`config.mk`:
```
export PLATFORM = sky130hd
export DESIGN_NAME = amac_sum
export DESIGN_NICKNAME = d
export VERILOG_FILES = /design/src/rtl/amac_pkg.sv /design/src/rtl/amac_term.sv /design/src/rtl/amac_bitsum.sv /design/src/rtl/amac_sum.sv
export SDC_FILE = /design/constraint.sdc
export NUM_CORES = 1
export LEC_CHECK = 0
export BUFFER_PORTS_ARGS = -buffer_cell sky130_fd_sc_hd__buf_2
export CAP_MARGIN = 20
export CELL_PAD_IN_SITES_DETAIL_PLACEMENT = 0
export CELL_PAD_IN_SITES_GLOBAL_PLACEMENT = 1
export CORE_MARGIN = 10
export CORE_UTILIZATION = 48
export DETAILED_ROUTE_END_ITERATION = 16
export PLACE_DENSITY = 0.84
export SLEW_MARGIN = 30
export SYNTH_ARGS = -nofsm -noshare
export SYNTH_HDL_FRONTEND = slang
export SYNTH_HIERARCHICAL = 1
export SYNTH_SLANG_ARGS = --single-unit
```
`constraint.sdc`:
```
create_clock -name vclk -period 9.8
set_input_delay 0.49 -clock vclk [all_inputs]
set_output_delay 0.49 -clock vclk [all_outputs]
set_load 0.01 [all_outputs]
```
`src/rtl/amac_pkg.sv`:
```
package amac_pkg;

  localparam int CFG_MAX = 512;
  localparam int HDR_W   = 4;

  function automatic int size_bits(logic [CFG_MAX-1:0] cfg);
    return int'(cfg[HDR_W-1:0]);
  endfunction

  function automatic int rec_len(logic [CFG_MAX-1:0] cfg);
    return 2 + 2 * size_bits(cfg);
  endfunction

  function automatic int term_count(logic [CFG_MAX-1:0] cfg, int len);
    return (len - HDR_W) / rec_len(cfg);
  endfunction

  function automatic int rec_base(logic [CFG_MAX-1:0] cfg, int k);
    return HDR_W + k * rec_len(cfg);
  endfunction

  function automatic int read_field(logic [CFG_MAX-1:0] cfg, int pos, int n);
    int v;
    v = 0;
    for (int i = 0; i < n; i++)
      if (cfg[pos+i]) v = v | (1 << i);
    return v;
  endfunction

  function automatic bit term_signed(logic [CFG_MAX-1:0] cfg, int k);
    return cfg[rec_base(cfg, k)];
  endfunction

  function automatic bit term_sub(logic [CFG_MAX-1:0] cfg, int k);
    return cfg[rec_base(cfg, k) + 1];
  endfunction

  function automatic int size_a(logic [CFG_MAX-1:0] cfg, int k);
    return read_field(cfg, rec_base(cfg, k) + 2, size_bits(cfg));
  endfunction

  function automatic int size_b(logic [CFG_MAX-1:0] cfg, int k);
    return read_field(cfg, rec_base(cfg, k) + 2 + size_bits(cfg), size_bits(cfg));
  endfunction

  // bit offset of operand a of term k inside the operand bus
  function automatic int offset_a(logic [CFG_MAX-1:0] cfg, int k);
    int off;
    off = 0;
    for (int j = 0; j < k; j++)
      off = off + size_a(cfg, j) + size_b(cfg, j);
    return off;
  endfunction

endpackage

```
`src/rtl/amac_term.sv`:
```
module amac_term #(
  parameter int A_W   = 8,
  parameter int Y_W   = 8,
  parameter int OFF_A = 0,
  parameter int SA    = 4,
  parameter int OFF_B = 4,
  parameter int SB    = 4,
  parameter bit SGN   = 1'b0,
  parameter bit SUB   = 1'b0
) (
  input  logic [A_W-1:0] a_bus,
  output logic [Y_W-1:0] term_o
);

  logic [Y_W-1:0] ext_a;
  logic [Y_W-1:0] ext_b;
  logic [Y_W-1:0] mag;
  logic           unused_bits;

  assign unused_bits = ^a_bus;

  if (SA > 0) begin : g_opa
    logic [SA-1:0] raw_a;
    assign raw_a = a_bus[OFF_A +: SA];
    if (SGN) begin : g_sx
      assign ext_a = Y_W'(signed'(raw_a));
    end else begin : g_zx
      assign ext_a = Y_W'(raw_a);
    end
  end else begin : g_opa_none
    assign ext_a = '0;
  end

  if (SB > 0) begin : g_opb
    logic [SB-1:0] raw_b;
    assign raw_b = a_bus[OFF_B +: SB];
    if (SGN) begin : g_sx
      assign ext_b = Y_W'(signed'(raw_b));
    end else begin : g_zx
      assign ext_b = Y_W'(raw_b);
    end
    assign mag = ext_a * ext_b;
  end else begin : g_pass
    assign ext_b = '0;
    assign mag   = ext_a;
  end

  if (SUB) begin : g_neg
    assign term_o = '0 - mag;
  end else begin : g_pos
    assign term_o = mag;
  end

endmodule

```
`src/rtl/amac_bitsum.sv`:
```
module amac_bitsum #(
  parameter int B_W = 3,
  parameter int Y_W = 8,
  localparam int BP_W = (B_W > 0) ? B_W : 1
) (
  input  logic [BP_W-1:0] bit_bus,
  output logic [Y_W-1:0]  cnt_o
);

  if (B_W > 0) begin : g_count
    always_comb begin
      cnt_o = '0;
      for (int i = 0; i < B_W; i++)
        cnt_o = cnt_o + Y_W'(bit_bus[i]);
    end
  end else begin : g_none
    logic unused_bit;
    assign unused_bit = bit_bus[0];
    assign cnt_o      = '0;
  end

endmodule

```
`src/rtl/amac_sum.sv`:
```
module amac_sum #(
  parameter int A_W     = 38,
  parameter int B_W     = 3,
  parameter int Y_W     = 16,
  parameter int CFG_LEN = 54,
  parameter logic [CFG_LEN-1:0] CFG = {
    {4'd0, 4'd7, 1'b1, 1'b1},
    {4'd0, 4'd0, 1'b1, 1'b1},
    {4'd6, 4'd4, 1'b0, 1'b0},
    {4'd0, 4'd5, 1'b1, 1'b0},
    {4'd8, 4'd8, 1'b0, 1'b1},
    4'd4
  },
  localparam int BP_W = (B_W > 0) ? B_W : 1
) (
  input  logic [A_W-1:0]  a_bus,
  input  logic [BP_W-1:0] bit_bus,
  output logic [Y_W-1:0]  y
);

  localparam int CM = amac_pkg::CFG_MAX;
  localparam logic [CM-1:0] CFG_X = CM'(CFG);
  localparam int N_SZ  = amac_pkg::size_bits(CFG_X);
  localparam int RL    = amac_pkg::rec_len(CFG_X);
  localparam int NT    = amac_pkg::term_count(CFG_X, CFG_LEN);
  localparam int NT_P  = (NT > 0) ? NT : 1;
  localparam int A_TOT = amac_pkg::offset_a(CFG_X, NT);

  // parameter consistency is enforced at elaboration
  if (CFG_LEN > CM || CFG_LEN < amac_pkg::HDR_W) begin : g_bad_len
    $error("amac_sum: CFG_LEN %0d outside supported range", CFG_LEN);
  end
  if ((CFG_LEN - amac_pkg::HDR_W) % RL != 0) begin : g_bad_rec
    $error("amac_sum: CFG_LEN %0d not header plus whole records of %0d bits", CFG_LEN, RL);
  end
  if (A_TOT != A_W) begin : g_bad_a
    $error("amac_sum: operand sizes total %0d, bus is %0d (N=%0d)", A_TOT, A_W, N_SZ);
  end

  logic [NT_P*Y_W-1:0] term_flat;
  logic [Y_W-1:0]      bit_cnt;
  logic [Y_W-1:0]      acc;

  for (genvar k = 0; k < NT; k++) begin : g_term
    localparam int SA  = amac_pkg::size_a(CFG_X, k);
    localparam int SB  = amac_pkg::size_b(CFG_X, k);
    localparam int OFA = amac_pkg::offset_a(CFG_X, k);
    if (SA == 0 && SB == 0) begin : g_skip
      assign term_flat[k*Y_W +: Y_W] = '0;
    end else begin : g_live
      amac_term #(
        .A_W  (A_W),
        .Y_W  (Y_W),
        .OFF_A(OFA),
        .SA   (SA),
        .OFF_B(OFA + SA),
        .SB   (SB),
        .SGN  (amac_pkg::term_signed(CFG_X, k)),
        .SUB  (amac_pkg::term_sub(CFG_X, k))
      ) u_term (
        .a_bus (a_bus),
        .term_o(term_flat[k*Y_W +: Y_W])
      );
    end
  end

  if (NT == 0) begin : g_no_terms
    logic unused_a;
    assign unused_a  = ^a_bus;
    assign term_flat = '0;
  end

  amac_bitsum #(
    .B_W(B_W),
    .Y_W(Y_W)
  ) u_bits (
    .bit_bus(bit_bus),
    .cnt_o  (bit_cnt)
  );

  always_comb begin
    acc = bit_cnt;
    for (int k = 0; k < NT; k++)
      acc = acc + term_flat[k*Y_W +: Y_W];
  end

  assign y = acc;

endmodule

```
# Word level (Yosys, flattened, before mapping)
# Cells that the tools add are included.
word_totals:
  output_inout_bits: 16
  inputBits: 41
  register_bits: 0
op_classes:
  n_addsub: 8
  mul: 2
op_table:
  columns: ["op", "n"]
  rows:
  - ["adder 16 bit", 4]
  - ["adder 16 x 1 -> 16 bit", 1]
  - ["multiplier 8 x 8 -> 16 bit", 1]
  - ["multiplier 4 x 6 -> 10 bit", 1]
  - ["subtractor 1 x 7 -> 8 bit (first input constant)", 1]
  - ["subtractor 1 x 5 -> 6 bit (first input constant)", 1]
  - ["adder 1 x 1 -> 2 bit", 1]

# Longest topological paths before layout
# Gate-level depths: netlist of run 1.
logic_depth:
  ltp_word: 6
  ltp_mapped: 30
  depth_no_buf: 30

# Cells and area by module
# The synthesis of run 1 kept the hierarchy.
by_module_without_submodules:
  columns: ["module", "area_per_inst_um2", "seq_area_each_um2", "cells_each", "n_inst"]
  rows:
  - ["amac_term (g_term[0].g_live.u_term)", 2543.7, 0.0, 289, 1]
  - ["amac_sum", 2073.2, 0.0, 263, 1]
  - ["amac_term (g_term[2].g_live.u_term)", 745.7, 0.0, 94, 1]
  - ["amac_term (g_term[4].g_live.u_term)", 181.4, 0.0, 25, 1]
  - ["amac_term (g_term[1].g_live.u_term)", 155.1, 0.0, 20, 1]
  - ["amac_bitsum", 128.9, 0.0, 16, 1]

# Worst setup path after synthesis of run 1
# Ideal clock, no wire load.
synth_path:
  path_kind: "input-to-output"
  startpoint: "in a_bus[12]"
  endpoint: "out y[15]"
  path_buffers: 0
  cell_stages: 28
  arrival_ps: 6872
  slack_ps: 2438
  cell_sequence: "and2_1 fa_1 inv_1 fa_1 inv_1 fa_1 inv_1 fa_1 inv_1 ha_1 o21a_1 o31a_1 o21a_1 nor2_1 xnor2_1 inv_1 fa_1 inv_1 fa_1 inv_1 fa_1 inv_1 ha_1 a21oi_1 o21ai_0 o41ai_4 o31ai_1 a31oi_1"
synth_via:
  elab_chain_len: 5
synth_lines:
  columns: ["item", "line", "text"]
  rows:
  - ["start, declared", "amac_sum.sv:16", "input logic [A_W-1:0] a_bus,"]
  - ["multiplier 8 x 8 -> 16 bit", "amac_term.sv:42", "assign mag = ext_a * ext_b;"]
  - ["named net term_flat[10]", "amac_sum.sv:40", "logic [NT_P*Y_W-1:0] term_flat;"]
  - ["adder 16 bit (4 in series)", "amac_sum.sv:84", "acc = acc + term_flat[k*Y_W +: Y_W];"]
  - ["end, declared", "amac_sum.sv:18", "output logic [Y_W-1:0] y"]
# The timed path passes the listed nets, and every way through them passes these cells.

# Worst setup path after layout of run 1
layout_path:
  startpoint: "in a_bus[0]"
  endpoint: "out y[15]"
# The elaborated chain is that of the path after synthesis.

==> results of run 1 <==
-- cell usage after synthesis, types with 5 or more instances --
library cell,number,share of area [%]
inv_1,232,15
fa_1,108,37
and2_1,63,6.8
ha_1,61,13
buf_4,40,5.2
xnor2_1,39,5.9
nand2_1,29,1.9
nor2_1,25,1.6
a21oi_1,18,1.5
o21ai_0,11,0.94
nor2b_1,9,0.97
nand2b_1,6,0.64
a21o_1,5,0.64
a21oi_2,5,0.75
-- cell usage in the layout (no fill, tap or decap), types with 2 or more instances in the layout --
master,netlist,final
o41ai_2,2,2
nor2b_1,9,9
a21oi_1,18,18
xor2_1,4,4
nor3_1,4,4
fa_1,108,108
nor3_2,2,2
and2b_1,3,3
nand2_1,29,29
o21a_1,4,4
nand4_1,2,2
nand2b_1,6,6
mux2_2,2,2
nand3_1,4,4
conb_1,2,20
a21o_1,5,5
a21boi_1,2,2
buf_2,0,57
o21ai_0,11,11
and2_1,63,63
a31oi_1,3,3
inv_1,232,232
o21ai_1,2,2
xnor2_1,39,39
nor2_1,25,25
a21oi_2,5,5
ha_1,61,61
-- layer usage --
layer  vias up  track usage [%]  wire length, um
met2        45             25.6             5370
li1       2076                -                -
met1      2078             14.7             4170
met5         -                0                0
met4         0             1.52              116
met3        10            0.933              376
-- kinds of logic (layout without fill, tap and decap cells) --
| group | Yosys count | count (layout) | share of synthesized area, % |
|---|---|---|---|
| fa+ha+maj | 169 | 169 | 50.2 |
| compound gates | 62 | 62 | 7.77 |
| xor+xnor | 43 | 43 | 6.46 |
| buf+inv | 272 | 290 | 20.1 |
| mux | 2 | 2 | 0.386 |
| other cells | 2 | 20 | 0.129 |
| simple gates | 157 | 157 | 15.0 |
-- per-stage QoR --
| stage | std cells | worst slack (ps) | util, % | hold WS, ps |
|---|---|---|---|---|
| floorplan | 725 | 2440 | - | 1290 |
| global placement | 890 | 2000 | 50.8 | 1460 |
| detailed placement | 890 | 1900 | 50.8 | 1470 |
| CTS | 890 | 1890 | 50.8 | 1480 |
| global route | 890 | 1550 | 50.8 | 1500 |
| finish | 890 | 1940 | 50.8 | 1460 |
-- final cells by class --
| class | instances | area, um^2 |
|---|---|---|
| Fill cell | 1179 | 5890 |
| Inverter | 232 | 871 |
| Multi-Input combinational cell | 453 | 4720 |
| Tap cell | 147 | 184 |
| Timing Repair Buffer | 58 | 293 |
-- final timing paths --
| path | end | slack [ps] | cells past startpoint |
|---|---|---|---|
| setup / recovery | y[15] | 1940 | 29 |
| hold / removal | y[0] | 1460 | 4 |
-- tightest hold or removal path: cells and delay by family --
kind	cells	cell delay, ps
buffers and inverters	2	230
adder cells (fa/ha/maj)	2	250
==> results.toml, run 1 <==
[floorplanning]
initial_core_util_pct = 48.7
row_count = 40
dieHeight_um = 130
io_pins = 57
die-area_um2 = 16900
core_um2 = 12000
die_w_um = 130

[logic_synthesis]
netlist_instances = 707
synthDistinctLibCells = 47
synthesis.area_per_instance_um2 = 8.24
yosysWarnings = 6
ys_seq_area_share_pct = 0
synth_area_um2 = 5830

[clock_network]
cts_resized = 0
cts_hold_buffers = 0
post-cts-setup-buffers = 0

[critical_path]
slowest_stage = "fa_1"
required_ps = 9310
cp.buffers_inverters = 9
worstPathArrival_ps = 7370
path_class = "in2out"
startpoint = "a_bus[0]"
max_stage_delay_ps = 550
crit_fanout = 8
startpoint_type = "input pin"
path_delay_family = "adder cells"
endpoint_kind = "primary output"

[routing]
drc = 0
wirelength_um = 10000
drt_iter0_markers = 119
wl_per_cell_um = 11.3
vias = 4209
avgViaCountPerCell = 4.73
drtAntennaViolNets = 0
drt_pass1_iterations = 4

[final_layout]
areaGrowthSynthToFinish_pct = 4.19
seqCellArea_um2 = 0
clockBufferCount = 0
fin_area_um2 = 6070
antenna_cells = 0
nFlopsAndLatches = 0
drive_above_1_share_pct = 10.1
nets = 955

[place]
place.gp.congestion = 0.845
port-buffer-count = 57
hpwl_um = 9320
dpl_cell_area_um2 = 6070

[global_routing]
first_global_vias = 4647
grt_overflow_total = 0
antenna_found_initial = 0
grt_pass1_wl_um = 18900
grt_max_degree = 12
grt_use_total_pct = 12.8

[sta]
fin_tns_setup_ps = 0
hold_viol_final = 0
timing.fmax_ghz = 0.127
finalCriticalPeriod_ps = 7860
report.final.slew_viol_count = 0
setup_viol = 0
rsz0062_at_grt = "no"
finalCritPeriodShare_pct = 80.2

[worst_hold_path]
worst_hold_path_type = "in2out"
hp-start = "a_bus[31]"

[run_status]
status = "completed"

[flow_run]
maxCapViolCount = 0
Power of run 1 is left out: the tool's default activity adds up to more than one toggle a clock period on the data nets, which glitch-free logic cannot reach.
==> run 2, diff against run 1 <==
--- a/config.mk
+++ b/config.mk
@@ -5,12 +5,13 @@
 export SDC_FILE = /design/constraint.sdc
 export NUM_CORES = 1
 export LEC_CHECK = 0
+export ABC_AREA = 1
 export BUFFER_PORTS_ARGS = -buffer_cell sky130_fd_sc_hd__buf_2
 export CAP_MARGIN = 20
 export CELL_PAD_IN_SITES_DETAIL_PLACEMENT = 0
 export CELL_PAD_IN_SITES_GLOBAL_PLACEMENT = 1
 export CORE_MARGIN = 10
-export CORE_UTILIZATION = 48
+export CORE_UTILIZATION = 46
 export DETAILED_ROUTE_END_ITERATION = 16
 export PLACE_DENSITY = 0.84
 export SLEW_MARGIN = 30
==> constraint.sdc (replaced) <==
create_clock -name vclk -period 8
set_input_delay 0.4 -clock vclk [all_inputs]
set_output_delay 0.4 -clock vclk [all_outputs]
set_load 0.01 [all_outputs]
==> run 2 against run 1 <==
Effect of this change:
- final cell count increased by 29%
- highest routed layer unchanged
- final area rose by 8.6%
- worst hold slack got worse by 200 ps
- clock-buffer cell count unchanged
- routed wire length increased by 14%
- worst setup slack worse by 1400 ps
==> results.toml, run 2 <==
[run_status]
status = "completed"

[routing]
drt_pass1_iterations = 4
drtAntennaViolNets = 0
vias = 5015
wirelength_um = 11400
drc = 0
avgViaCountPerCell = 4.35
drt_iter0_markers = 129
wl_per_cell_um = 9.93

[critical_path]
endpoint_kind = "primary output"
worstPathArrival_ps = 7070
crit_top_cell = "inv_1"
crit_fanout = 8
required_ps = 7600
max_stage_delay_ps = 550
startpoint_type = "input pin"
slowest_stage = "fa_1"
path_class = "in2out"

[logic_synthesis]
synth_fa_ha_area_share_pct = 45.9
synth_top_area_share_pct = 33.9
synth_top_family_by_area = "adder cells"
synth.area.mux_share_pct = 0
netlist_instances = 955
synthesis.area_per_instance_um2 = 6.67
synth_area_um2 = 6370
synthTopCellsByArea = "fa_1 (34%), inv_1 (20%), nand2_1 (13%)"
ys_seq_area_share_pct = 0
yosysMostFrequentCell = "inv_1"
synthDistinctLibCells = 29
yosys.area.top_type = "fa_1"
synth_compound_area_share_pct = 2.77
synthSimpleGateAreaFrac_pct = 21.8
synthTopCellsByCount = "inv_1 (347), nand2_1 (226), fa_1 (108), ha_1 (61), buf_4 (40)"
yosysWarnings = 6
yosys.area_share.xor_xnor_pct = 3.30

[floorplanning]
die_w_um = 138
core_um2 = 13400
dieHeight_um = 138
die-area_um2 = 19000
row_count = 42
initial_core_util_pct = 47.6
io_pins = 57

[final_layout]
drive_above_1_share_pct = 8.50
final_common_cell = "inv_1"
clockBufferCount = 0
antenna_cells = 0
multiInputGateArea_um2 = 4780
nFillCells = 1439
nFlopsAndLatches = 0
seqCellArea_um2 = 0
areaGrowthSynthToFinish_pct = 3.51
nets = 1188
final_cell_mix = "inv_1 (347), nand2_1 (226), fa_1 (108)"

[sta]
finalCritPeriodShare_pct = 93.3
rsz0062_at_grt = "no"
report.final.slew_viol_count = 0
hold_viol_final = 0
fin_tns_setup_ps = 0
finalCriticalPeriod_ps = 7470
worstMarginPinSlew_ps = 605
relSlewSlack_pct = 59.6
setup_viol = 0
timing.fmax_ghz = 0.134

[place]
hpwl_um = 10600
port-buffer-count = 57
place.gp.congestion = 0.843

[global_routing]
grt_pass1_wl_um = 22100
grt_overflow_total = 0
grt_use_total_pct = 13.4
first_global_vias = 5208
grt_max_degree = 14
antenna_found_initial = 0

[worst_hold_path]
worst_hold_path_type = "in2out"

[clock_network]
cts_hold_buffers = 0
cts_resized = 0
post-cts-setup-buffers = 0

[flow_run]
maxCapViolCount = 0
## run 2: layout make-up
| cell class | count | share of cell area [%] |
|---|---|---|
| timing repair buffer | 58 | 4.44 |
| inverter | 348 | 19.8 |
| multi-input combinational | 570 | 72.4 |
| tap | 176 | 3.34 |
## run 2: logic make-up after synthesis
group	after synthesis
xor gates and xnor gates	24
AOI/OAI and AO/OA	31
buffers and inverters	403
adders and majority gates	169
and+or+nand+nor	326
other	2
## run 2: final timing paths
kind,startpoint,cells after the start,slack (ps),end
setup / recovery,a_bus[15],31,530,y[13]
hold / removal,a_bus[31],4,1260,y[0]
## run 2: critical path, delay by kind of cell
kind / cells / cell delay (ps)
xor+xnor: 1 / 120
buf+inv: 10 / 710
fa+ha+maj: 9 / 4340
compound gates: 1 / 210
simple gates: 10 / 1250
## run 2: metrics by stage
stage / util [%] / hold WS [ps] / cell area, um^2 / std cells / setup WS (ps)
floorplan: - / 1110 / 6440 / 973 / 962
global placement: 49.2 / 1260 / 6600 / 1152 / 570
detailed placement: 49.2 / 1290 / 6600 / 1152 / 483
CTS: 49.2 / 1280 / 6600 / 1152 / 481
global route: 49.2 / 1300 / 6600 / 1152 / 44.8
finish: 49.2 / 1260 / 6600 / 1152 / 533
## run 2: layer usage
metal  vias to the layer above  global-route usage, %  wire length, um
met5                         -                      0                0
met4                         0                  0.290               34
met3                         2                  0.473              385
met2                        56                   26.1             5890
met1                      2310                   16.9             5130
li1                       2647                      -                -
Power of run 2 is left out for the same reason.
==> run 3, diff against run 2 <==
--- a/config.mk
+++ b/config.mk
@@ -17,5 +17,4 @@
 export SLEW_MARGIN = 30
 export SYNTH_ARGS = -nofsm -noshare
 export SYNTH_HDL_FRONTEND = slang
-export SYNTH_HIERARCHICAL = 1
 export SYNTH_SLANG_ARGS = --single-unit
==> run 3 against run 2 <==
Effect of this change:
- critical path depth is 5 lower
- first-iteration DRC count is 3.9% lower
- clock-buffer cell count stayed put
- die area is 23% lower
- critical path type unchanged
==> results.toml, run 3 <==
[routing]
drt_iter0_markers = 124
vias = 3722
drc = 0
wl_per_cell_um = 12.1
wirelength_um = 9840
drtAntennaViolNets = 0
drt_pass1_iterations = 6
avgViaCountPerCell = 4.58

[run_status]
status = "completed"

[logic_synthesis]
synthesis.area_per_instance_um2 = 7.39
yosys.area.top_type = "fa_1"
yosysWarnings = 0
synthTopCellsByCount = "inv_1 (211), nand2_1 (145), fa_1 (96), ha_1 (57), nor2_1 (25)"
synth_area_um2 = 4710
synthTopCellsByArea = "fa_1 (41%), inv_1 (17%), ha_1 (15%)"
ys_seq_area_share_pct = 0
netlist_instances = 637
synth_fp_nets = 831
yosysMostFrequentCell = "inv_1"
synthDistinctLibCells = 30
synth_top_area_share_pct = 40.8

[critical_path]
worstPathArrival_ps = 6090
endpoint_kind = "primary output"
required_ps = 7600
path_class = "in2out"
crit_fanout = 6
startpoint_type = "input pin"

[final_layout]
drive_above_1_share_pct = 11.3
antenna_cells = 0
areaGrowthSynthToFinish_pct = 8.40
clockBufferCount = 0
final_util_pct = 51.8
nets = 875
fin_area_um2 = 5100
final_cell_mix = "inv_1 (211), nand2_1 (145), fa_1 (96)"
seqCellArea_um2 = 0
nFillCells = 994
nFlopsAndLatches = 0
final_common_cell = "inv_1"

[floorplanning]
io_pins = 57
dieHeight_um = 121
die_w_um = 121
die-area_um2 = 14700
core_um2 = 9860
initial_core_util_pct = 47.7
row_count = 36

[sta]
report.final.slew_viol_count = 0
worstMarginPinSlew_ps = 737
hold_viol_final = 0
finalCritPeriodShare_pct = 81.1
timing.fmax_ghz = 0.154
fin_tns_setup_ps = 0
relSlewSlack_pct = 50.7
rsz0062_at_grt = "no"
finalCriticalPeriod_ps = 6490
timing.final.ws_setup_ps = 1510
setup_viol = 0

[clock_network]
cts_resized = 0
post-cts-setup-buffers = 0
cts_hold_buffers = 0

[place]
dp_slack_ps = 1510
port-buffer-count = 57
hpwl_um = 9430
place.gp.congestion = 0.882
dpl_cell_area_um2 = 5100

[global_routing]
grt_pass1_wl_um = 17300
grt_max_degree = 9
grt_overflow_total = 0
antenna_found_initial = 0
first_global_vias = 3887
grt_use_total_pct = 13.7

[flow_run]
maxCapViolCount = 0

[worst_hold_path]
worst_hold_path_type = "in2out"
==> run 3: logic make-up (layout without fill, tap and decap cells) <==
| logic type | count (synthesis) | in the layout | synth area share, % |
|---|---|---|---|
| AND/OR/NAND/NOR | 208 | 208 | 18.4 |
| AO/OA/AOI/OAI | 25 | 25 | 3.21 |
| buffers and inverters | 228 | 270 | 18.2 |
| adder cells (fa/ha/maj) | 153 | 153 | 56.0 |
| XOR/XNOR | 23 | 23 | 4.28 |
==> run 3: final timing paths <==
path / from / endpoint / slack [ps] / depth (start not counted)
worst min-delay path: a_bus[16] / y[0] / 1320 / 4
worst max-delay path: a_bus[24] / y[10] / 1510 / 26
==> run 3: worst max-delay path, cell delays in order <==
cell     delay [ps]
buf_2           140
nand2_1          60
inv_1            50
fa_1            540
inv_1            60
fa_1            520
inv_1            40
ha_1            350
a21oi_1         230
nor2_1           60
nor2_1           80
o21ai_1          80
xnor2_1         140
inv_1            70
fa_1            460
fa_1            530
inv_1            50
fa_1            470
fa_1            540
inv_1            40
ha_1            350
a21oi_1         250
o21ai_1         120
a21oi_1         160
xnor2_1         130
buf_2           150
==> run 3: metal layers <==
metal | vias to the layer above | track usage [%] | share of wire (%)
met2 | 82 | 24.0 | 50
li1 | 1889 | - | -
met1 | 1747 | 18.9 | 44
met3 | 4 | 1.16 | 5.5
met5 | - | 0 | 0
met4 | 0 | 0.522 | 0.44
==> run 3: layout make-up <==
class	count	area [um^2]	share of cell area, %
inverters	213	800	15.7
multi-input cells	409	3850	75.5
well taps	133	166	3.26
repair buffers	57	285	5.59
==> run 3: through the flow <==
step	hold WS, ps	cells
6_report	1320	812
5_1_grt	1360	812
4_1_cts	1330	812
3_5_place_dp	1320	812
3_3_place_gp	1340	812
2_1_floorplan	1110	637
Power of run 3 is left out for the same reason.
